`src/rtl/s2d_pkg.sv`:
```
package s2d_pkg;
  // operand class seen by the widening datapath
  typedef enum logic [2:0] {
    CLS_ZERO = 3'd0,
    CLS_SUB  = 3'd1,
    CLS_NORM = 3'd2,
    CLS_INF  = 3'd3,
    CLS_QNAN = 3'd4,
    CLS_SNAN = 3'd5
  } fp_class_e;
endpackage

```
`src/rtl/s2d_classify.sv`:
```
module s2d_classify #(
  parameter int EW = 8,
  parameter int MW = 23
) (
  input  logic [EW-1:0]         exp_i,
  input  logic [MW-1:0]         frac_i,
  output s2d_pkg::fp_class_e    cls_o
);
  import s2d_pkg::*;

  logic exp_zero, exp_ones, frac_zero, quiet;

  always_comb begin
    exp_zero  = (exp_i == '0);
    exp_ones  = (exp_i == {EW{1'b1}});
    frac_zero = (frac_i == '0);
    quiet     = frac_i[MW-1];
    if (exp_zero)
      cls_o = frac_zero ? CLS_ZERO : CLS_SUB;
    else if (exp_ones)
      cls_o = frac_zero ? CLS_INF : (quiet ? CLS_QNAN : CLS_SNAN);
    else
      cls_o = CLS_NORM;
  end
endmodule

```
`src/rtl/s2d_subnorm_norm.sv`:
```
module s2d_subnorm_norm #(
  parameter int SMW   = 23,
  parameter int SBIAS = 127,
  parameter int DEW   = 11,
  parameter int DBIAS = 1023
) (
  input  logic [SMW-1:0] frac_i,
  output logic [DEW-1:0] exp_o,
  output logic [SMW-1:0] frac_o
);
  localparam int PW = $clog2(SMW) + 1;
  // exponent of a value whose leading one sits at bit 0 of the subnormal fraction
  localparam int EXP_BASE = DBIAS - SBIAS + 1 - SMW;

  logic [PW-1:0]    msb;
  logic [2*SMW-1:0] shifted;

  // position of the most significant set bit (later hits overwrite earlier)
  always_comb begin
    msb = '0;
    for (int i = 0; i < SMW; i++)
      if (frac_i[i]) msb = PW'(i);
  end

  always_comb begin
    shifted = {{SMW{1'b0}}, frac_i} << (PW'(SMW) - msb);
    frac_o  = shifted[SMW-1:0];
    exp_o   = DEW'(EXP_BASE) + DEW'(msb);
  end
endmodule

```
`src/rtl/s2d_widen.sv`:
```
module s2d_widen #(
  parameter int SEW   = 8,
  parameter int SMW   = 23,
  parameter int DEW   = 11,
  parameter int DMW   = 52
) (
  input  logic        clk,
  input  logic        rst,
  input  logic        in_valid,
  input  logic [31:0] in_bits,
  input  logic        ftz_en,
  input  logic        dnan_en,
  output logic        out_valid,
  output logic [31:0] res_lo,
  output logic [31:0] res_hi,
  output logic        inv_flag,
  output logic        den_flag
);
  import s2d_pkg::*;

  localparam int SW    = 1 + SEW + SMW;
  localparam int DW    = 1 + DEW + DMW;
  localparam int HW    = DW / 2;
  localparam int PAD   = DMW - SMW;
  localparam int SBIAS = (1 << (SEW - 1)) - 1;
  localparam int DBIAS = (1 << (DEW - 1)) - 1;
  localparam int REBIAS = DBIAS - SBIAS;

  logic            s_sign;
  logic [SEW-1:0]  s_exp;
  logic [SMW-1:0]  s_frac;
  fp_class_e       cls;
  logic [DEW-1:0]  n_exp;
  logic [SMW-1:0]  n_frac;
  logic [DW-1:0]   wide;
  logic            inv_nx, den_nx;
  logic [DW-1:0]   res_q;

  assign s_sign = in_bits[SW-1];
  assign s_exp  = in_bits[SW-2 -: SEW];
  assign s_frac = in_bits[SMW-1:0];

  s2d_classify #(.EW(SEW), .MW(SMW)) u_cls (
    .exp_i  (s_exp),
    .frac_i (s_frac),
    .cls_o  (cls)
  );

  s2d_subnorm_norm #(.SMW(SMW), .SBIAS(SBIAS), .DEW(DEW), .DBIAS(DBIAS)) u_norm (
    .frac_i (s_frac),
    .exp_o  (n_exp),
    .frac_o (n_frac)
  );

  always_comb begin
    inv_nx = 1'b0;
    den_nx = 1'b0;
    unique case (cls)
      CLS_ZERO: wide = {s_sign, {(DW-1){1'b0}}};
      CLS_INF:  wide = {s_sign, {DEW{1'b1}}, {DMW{1'b0}}};
      CLS_NORM: wide = {s_sign, DEW'(s_exp) + DEW'(REBIAS), s_frac, {PAD{1'b0}}};
      CLS_SUB: begin
        if (ftz_en) begin
          wide   = {s_sign, {(DW-1){1'b0}}};
          den_nx = 1'b1;
        end else begin
          wide = {s_sign, n_exp, n_frac, {PAD{1'b0}}};
        end
      end
      CLS_QNAN, CLS_SNAN: begin
        inv_nx = (cls == CLS_SNAN);
        if (dnan_en)
          wide = {1'b0, {(DEW+1){1'b1}}, {(DMW-1){1'b0}}};
        else
          wide = {s_sign, {(DEW+1){1'b1}}, s_frac[SMW-2:0], {PAD{1'b0}}};
      end
      default:  wide = '0;
    endcase
  end

  always_ff @(posedge clk) begin
    if (rst) begin
      out_valid <= 1'b0;
      res_q     <= '0;
      inv_flag  <= 1'b0;
      den_flag  <= 1'b0;
    end else begin
      out_valid <= in_valid;
      inv_flag  <= in_valid & inv_nx;
      den_flag  <= in_valid & den_nx;
      if (in_valid) res_q <= wide;
    end
  end

  assign res_lo = res_q[HW-1:0];
  assign res_hi = res_q[DW-1:HW];

  // output valid trails the input valid by one clock
  p_latency_r2: assert property (@(posedge clk) disable iff (rst)
    in_valid |=> out_valid);
  p_idle_r2: assert property (@(posedge clk) disable iff (rst)
    !in_valid |=> (!out_valid && !inv_flag && !den_flag));
  // a signalling NaN operand produces the invalid flag next cycle
  p_snan_flag_r7: assert property (@(posedge clk) disable iff (rst)
    (in_valid && in_bits[30:23] == 8'hFF && in_bits[22:0] != '0 && !in_bits[22])
      |=> inv_flag);
  // any invalid result carries an all-ones exponent plus quiet bit
  p_nan_shape_r5: assert property (@(posedge clk) disable iff (rst)
    inv_flag |-> (res_hi[30:19] == 12'hFFF));
  // a flushed operand leaves only the sign bit
  p_flush_zero_r9: assert property (@(posedge clk) disable iff (rst)
    den_flag |-> (res_lo == '0 && res_hi[30:0] == '0));
  // the two flags never rise together
  p_flags_excl_r9: assert property (@(posedge clk) disable iff (rst)
    !(inv_flag && den_flag));
endmodule

```
`config.mk`:
```
export PLATFORM = sky130hd
export DESIGN_NAME = s2d_widen
export DESIGN_NICKNAME = d
export VERILOG_FILES = /design/src/rtl/s2d_pkg.sv /design/src/rtl/s2d_classify.sv /design/src/rtl/s2d_subnorm_norm.sv /design/src/rtl/s2d_widen.sv
export SDC_FILE = /design/constraint.sdc
export NUM_CORES = 1
export LEC_CHECK = 0
export ABC_CLOCK_PERIOD_IN_PS = 4900
export BUFFER_PORTS_ARGS = -buffer_cell sky130_fd_sc_hd__buf_2
export CAP_MARGIN = 10
export CORE_MARGIN = 2
export CORE_UTILIZATION = 40
export CTS_CLUSTER_DIAMETER = 200
export DETAILED_ROUTE_END_ITERATION = 10
export PLACE_DENSITY = 0.67
export SLEW_MARGIN = 20
export SYNTH_ARGS = -nofsm -noshare
export SYNTH_HDL_FRONTEND = slang
export SYNTH_SLANG_ARGS = --single-unit
```
`constraint.sdc`:
```
create_clock -name clk -period 4.9 [get_ports clk]
set_input_delay 0.245 -clock clk [delete_from_list [all_inputs] [get_ports clk]]
set_output_delay 0.245 -clock clk [all_outputs]
set_load 0.005 [all_outputs]
```
==> results of run 1 <==
## per-stage QoR
stage / cells / area [sq um] / setup slack, ns / hold WS [ns] / util
3_3_place_gp: 639 / 3820 / 1.05 / 0.455 / 0.441
4_1_cts: 647 / 3920 / 1.32 / 0.231 / 0.452
3_5_place_dp: 639 / 3820 / 1.03 / 0.463 / 0.441
2_1_floorplan: 520 / 3660 / 1.74 / 0.391 / -
6_report: 647 / 3920 / 1.21 / 0.231 / 0.452
5_1_grt: 647 / 3920 / 0.824 / 0.254 / 0.452
## power groups by stage
stage          registers [uW]  logic [uW]  clock network, uW
6_report                  330         287                232
5_1_grt                   333         310                239
4_1_cts                   330         279                233
3_5_place_dp              337         278                  0
3_3_place_gp              336         281                  0
2_1_floorplan             338         188                  0
## how the worst max path moves through the flow
stage	end	cells after the start	slack (ns)
after floorplan	res_q[44]	12	1.74
after global placement	res_q[44]	11	1.05
after detailed placement	res_q[44]	11	1.03
after CTS	res_q[44]	11	1.32
after global routing	res_q[44]	11	0.82
final	res_q[44]	11	1.21
## synth_stat cells, drive strengths merged (3+ instances only)
master / count / share of area
o311ai: 3 / 0.0074
o31ai: 6 / 0.013
mux4: 5 / 0.032
o22ai: 4 / 0.0070
nand4: 7 / 0.012
a211oi: 16 / 0.034
nor3b: 3 / 0.0063
nor4: 14 / 0.031
nand2: 51 / 0.055
a21o: 5 / 0.011
dfxtp: 37 / 0.21
nand2b: 10 / 0.018
mux2i: 9 / 0.025
a31oi: 12 / 0.021
mux2: 5 / 0.016
nor2: 63 / 0.069
nand3: 13 / 0.018
o221ai: 3 / 0.0074
o21a: 8 / 0.019
a221oi: 6 / 0.017
clkbuf: 26 / 0.027
a21boi: 5 / 0.011
a22oi: 8 / 0.017
inv: 8 / 0.0084
a21oi: 24 / 0.034
o211a: 3 / 0.0084
and2: 5 / 0.0088
nor2b: 3 / 0.0053
or3: 8 / 0.015
nor3: 17 / 0.025
o21ai: 22 / 0.032
ha: 3 / 0.011
and3: 4 / 0.0070
o211ai: 6 / 0.013
o21bai: 5 / 0.011
buf: 42 / 0.080
## flip-flops by register name, summed over array words and instances, names as in the netlist
name       count
res_q         34
den_flag       1
inv_flag       1
out_valid      1
## metal layers
metal | vias to the layer above | track usage
li1 | 1868 | -
met1 | 1906 | 0.373
met2 | 284 | 0.438
met3 | 34 | 0.0895
met4 | 0 | 0.112
met5 | - | 0
## logic make-up after synthesis
group / Yosys count / synth area share
XOR/XNOR: 1 / 0.00246
other: 1 / 0.00105
multiplexers: 19 / 0.0728
adder cells (fa/ha/maj): 3 / 0.0106
AND/OR/NAND/NOR: 198 / 0.270
flip-flops: 37 / 0.208
buffers and inverters: 76 / 0.115
AO/OA/AOI/OAI: 157 / 0.319
## final cells by class
type,instances,area (sq um),share of cell area
clock buffer,6,82.6,0.0211
inverter,8,30.0,0.00766
clock inverter,2,13.8,0.00351
timing repair buffer,79,408,0.104
multi-input combinational,407,2510,0.640
sequential,37,741,0.189
tap,108,135,0.0345
## critical path: cells and delay by family
| kind | cells | cell delay (ns) |
|---|---|---|
| adder cells (fa/ha/maj) | 1 | 0.37 |
| AO/OA/AOI/OAI | 3 | 0.64 |
| buffers and inverters | 2 | 0.42 |
| AND/OR/NAND/NOR | 5 | 2.21 |
==> metrics.md, run 1 <==
| Metric | Value |
|---|---|
| Max cap viols | 0 |
| Port buffer count | 74 |
| Detail Route met2 WL | 6190 um |
| First-pass GRT wire length | 21700 um |
| Sequential share of the synthesized area | 0.208 |
| Final Cycle Share | 0.752 |
| Top Ports | 104 |
| CP endpoint kind | flip-flop |
| RSZ-0062 raised after global routing | no |
| Avg WL per Cell | 21.8 um |
| WL final | 14100 um |
| GRT Resource Usage Total | 0.285 |
| Skew final | 0 ns |
| Synthesis Warnings | 0 |
| Count of final max-slew check failures | 0 |
| Gr ovfl total | 0 |
| Yosys reg bits | 37 |
| Slew of the pin with the lowest slew margin | 1.02 ns |
| Type of the worst min-delay path | input pin to flip-flop |
| Max Freq | 271 MHz |
| Most frequent cells in the layout | 74 x buf_2, 62 x nor2_1, 50 x nand2_1 |
| Pin count of the biggest net entering global routing | 53 |
| Drt first-iter violations | 338 |
| N_diodes | 0 |
| Top_reg_cell synth | dfxtp_1 |
| Logic pwr share | 0.338 |
| Share of total power in the clock network | 0.273 |
| Sequential share of power | 0.389 |
| Antenna violations before repair | 0 |
| WL met3 | 1680 um |
| Post-DP HPWL | 10700 um |
| Vias per inst | 6.32 |
| Crit path launch | in_bits[8] |
| TritonCTS clock tree | done |
| Number of synthesized flops with an enable pin | 0 |
| Kind of critical path | input pin to flip-flop |
| Cell Pwr Density | 217 mW/mm^2 |
| Synth Instances | 492 |
| Crit Path Max Fanout | 16 |
| First-pass detailed-route iteration total | 5 |
| Die height | 98.3 um |
| Relative slew slack | 0.318 |
| Min-delay src | in_bits[31] |
| Vias in the first global route | 3849 |
| Crit start category | input pin |
| CP max stage delay | 0.78 ns |
| FF-to-FF End | res_q[51] |
| Site Rows | 34 |
| # H-tree levels | 2 |
| Clock sinks | 37 |
| Worst EP arrival | 3.89 ns |
| Leak | 0.00167 uW |
| Final nets | 578 |
| Cell Int Power | 537 uW |
| Post-route DRC | 0 |
| CTS Buf Count | 5 |
| Post-CTS sizing | 0 |
| Via count | 4092 |
| Mean Syn Cell Area | 7.23 sq um |
| DIE WIDTH | 98.3 um |
| Slowest CP cell | nor4_2 |
| Cell Area, Synth | 0.00356 sq mm |
| Total power | 850 uW |
| Placer Congestion | 0.980 |
| Hold Path Depth | 3 |
| CP required | 5.10 ns |
| Sw Pwr | 313 uW |
| Worst r2r path cells | 5 |
| Starting Density | 0.410 |
| Core Area | 0.00868 sq mm |
| Share of cells above drive strength 1 | 0.206 |
| Clock transition at path regs | 0.08 ns |
| Cts hold-fix bufs | 0 |
| Die area | 0.00966 sq mm |
| Commonest non-fill, non-tap cell in the layout | buf_2 |
| Top Layer Used | met4 |
| Deepest clock path buffer count | 2 |
| Clk Latency, worst-skew pair | 0.30 ns |
| Worst r2r src | res_q[51] |
| Cell Chain, Critical Path | buf_2 -> nor4_1 -> nand2_1 -> nand3_1 -> inv_2 -> ha_1 -> or3_1 -> nor4_2 -> a221oi_1 -> a21o_1 -> a221oi_1 |
| Fill cells | 958 |
| Final Hold Vio Count | 0 |
| Setup TNS Final | 0 ns |
| Hold Path End | res_q[63] |
| ANT nets after route | 0 |
| Netlist cell types | 71 |
| Flop2flop setup slack | 3.44 ns |
| Setup bufs post-CTS | 0 |
| Status | complete, no violations |
| Met1 WL | 5720 um |
| Final min period | 3.69 ns |
| FFs w/ async S/R, synth | 0 |
| Peak VDD IR | 111 uV |
| Most used cell, CP | a221oi_1 |
| Root buf cell | clkbuf_8 |
| Synthesis-to-layout area growth | 10.2% |
| Sw frac | 0.368 |
| Final setup viols | 0 |
Note: power is estimated with default switching activity, not from simulation.
==> run 2, diff against run 1 <==
--- a/config.mk
+++ b/config.mk
@@ -5,14 +5,14 @@
 export SDC_FILE = /design/constraint.sdc
 export NUM_CORES = 1
 export LEC_CHECK = 0
-export ABC_CLOCK_PERIOD_IN_PS = 4900
+export ABC_CLOCK_PERIOD_IN_PS = 3000
 export BUFFER_PORTS_ARGS = -buffer_cell sky130_fd_sc_hd__buf_2
 export CAP_MARGIN = 10
 export CORE_MARGIN = 2
 export CORE_UTILIZATION = 40
 export CTS_CLUSTER_DIAMETER = 200
 export DETAILED_ROUTE_END_ITERATION = 10
-export PLACE_DENSITY = 0.67
+export PLACE_DENSITY = 0.7
 export SLEW_MARGIN = 20
 export SYNTH_ARGS = -nofsm -noshare
 export SYNTH_HDL_FRONTEND = slang
==> constraint.sdc (replaced) <==
create_clock -name clk -period 3 [get_ports clk]
set_input_delay 0.15 -clock clk [delete_from_list [all_inputs] [get_ports clk]]
set_output_delay 0.15 -clock clk [all_outputs]
set_load 0.005 [all_outputs]
==> metrics.md, run 2 (synthesis gave the netlist of run 1 again) <==
| Metric | Value |
|---|---|
| Vias per inst | 6.29 |
| Status | complete, no violations |
| Sw Pwr | 498 uW |
| Crit start category | input pin |
| Clk Latency, worst-skew pair | 0.29 ns |
| Post-route DRC | 0 |
| Deepest clock path buffer count | 2 |
| Max cap viols | 0 |
| Die height | 98.3 um |
| Antenna violations before repair | 0 |
| Top Ports | 104 |
| Final Hold Vio Count | 0 |
| Avg WL per Cell | 20.3 um |
| Most frequent cells in the layout | 74 x buf_2, 62 x nor2_1, 50 x nand2_1 |
| Kind of critical path | input pin to flip-flop |
| First-pass GRT wire length | 21000 um |
| Cell Pwr Density | 354 mW/mm^2 |
| First-pass detailed-route iteration total | 5 |
| WL final | 13700 um |
| Clock sinks | 37 |
| Die area | 0.00966 sq mm |
| Fill cells | 911 |
| Commonest non-fill, non-tap cell in the layout | buf_2 |
| Relative slew slack | 0.404 |
| CP required | 3.21 ns |
| Root buf cell | clkbuf_8 |
| Share of total power in the clock network | 0.308 |
| Post-DP HPWL | 10300 um |
| Most used cell, CP | nand2_1 |
| Clock transition at path regs | 0.07 ns |
| Drt first-iter violations | 457 |
| # H-tree levels | 2 |
| Port buffer count | 74 |
| Synthesis-to-layout area growth | 17.1% |
| CP endpoint kind | flip-flop |
| Slew of the pin with the lowest slew margin | 0.887 ns |
| GRT Resource Usage Total | 0.272 |
| Starting Density | 0.410 |
| Final Cycle Share | 0.892 |
| Core Area | 0.00868 sq mm |
| Slowest CP cell | nor3_1 |
| Logic pwr share | 0.327 |
| Site Rows | 34 |
| Biggest register | res_q |
| Sw frac | 0.337 |
| Setup TNS Final | 0 ns |
| Leak | 0.00181 uW |
| Max Freq | 374 MHz |
| Final nets | 606 |
| Pin count of the biggest net entering global routing | 36 |
| RSZ-0062 raised after global routing | no |
| Count of final max-slew check failures | 0 |
| N_diodes | 0 |
| Final min period | 2.68 ns |
| Peak VDD IR | 178 uV |
| CTS Buf Count | 5 |
| TritonCTS clock tree | done |
| Post-CTS sizing | 0 |
| Vias in the first global route | 3826 |
| Via count | 4248 |
| Share of cells above drive strength 1 | 0.245 |
| Cell Int Power | 978 uW |
| Skew final | 0 ns |
| Crit Path Max Fanout | 9 |
| Type of the worst min-delay path | input pin to flip-flop |
| Setup bufs post-CTS | 0 |
| Cts hold-fix bufs | 0 |
| Cell Chain, Critical Path | buf_2 -> nor4_1 -> nand2_1 -> nand3_1 -> inv_2 -> ha_1 -> nor3_1 -> nand2_1 -> o2bb2a_1 -> a211oi_1 |
| ANT nets after route | 0 |
| CP max stage delay | 0.76 ns |
| Final hold slack | 0.160 ns |
| Worst EP arrival | 2.88 ns |
| Placer Congestion | 1.00 |
| Sequential share of power | 0.366 |
| DIE WIDTH | 98.3 um |
| Final setup viols | 0 |
| Max reg flops | 34 |
| Gr ovfl total | 0 |
-- run 2: path summary, 6_finish.rpt --
| kind | from | to | slack (ns) | cells past startpoint |
|---|---|---|---|---|
| setup / recovery | in_bits[12] | res_q[30] | 0.32 | 10 |
| hold / removal | in_bits[30] | res_q[62] | 0.16 | 3 |
| setup reg to reg | res_q[51] | res_q[51] | 1.75 | 5 |
| hold reg to reg | res_q[63] | res_q[63] | 0.47 | 2 |
-- run 2: worst max-delay path, delay by kind of cell --
family                   cells  cell delay (ns)
buffers and inverters        2             0.24
AND/OR/NAND/NOR              5             1.66
AO/OA/AOI/OAI                2             0.54
adder cells (fa/ha/maj)      1             0.30
-- run 2: cell type report --
type / instances / area [sq um] / share of cell area
Multi-Input combinational cell: 407 / 2520 / 0.606
Tap cell: 108 / 135 / 0.0324
Inverter: 8 / 30.0 / 0.00721
Timing Repair Buffer: 107 / 618 / 0.148
Clock buffer: 7 / 86.3 / 0.0207
Clock inverter: 1 / 30.0 / 0.00721
Sequential cell: 37 / 741 / 0.178
-- run 2: through the flow --
step	utilization	cells	power [uW]	cell area [sq um]	worst slack, ns
after detailed placement	0.467	667	1020	4050	0.111
final	0.480	675	1480	4170	0.323
after CTS	0.480	675	1470	4170	0.409
after floorplan	-	520	860	3680	0.0197
after global placement	0.467	667	1020	4050	0.274
after global routing	0.480	675	1530	4170	0.123
-- run 2: power groups by stage --
stage	logic (uW)	registers, uW	clock network, uW
final	482	539	454
after global routing	515	544	467
after CTS	468	540	458
after detailed placement	465	551	0
after global placement	466	550	0
after floorplan	308	553	0
-- run 2: per-layer routing --
layer / vias up / track usage / share of wire
li1: 1916 / - / -
met3: 41 / 0.0451 / 0.12
met1: 1969 / 0.369 / 0.40
met5: - / 0 / 0
met4: 0 / 0.0959 / 0.034
met2: 322 / 0.436 / 0.45
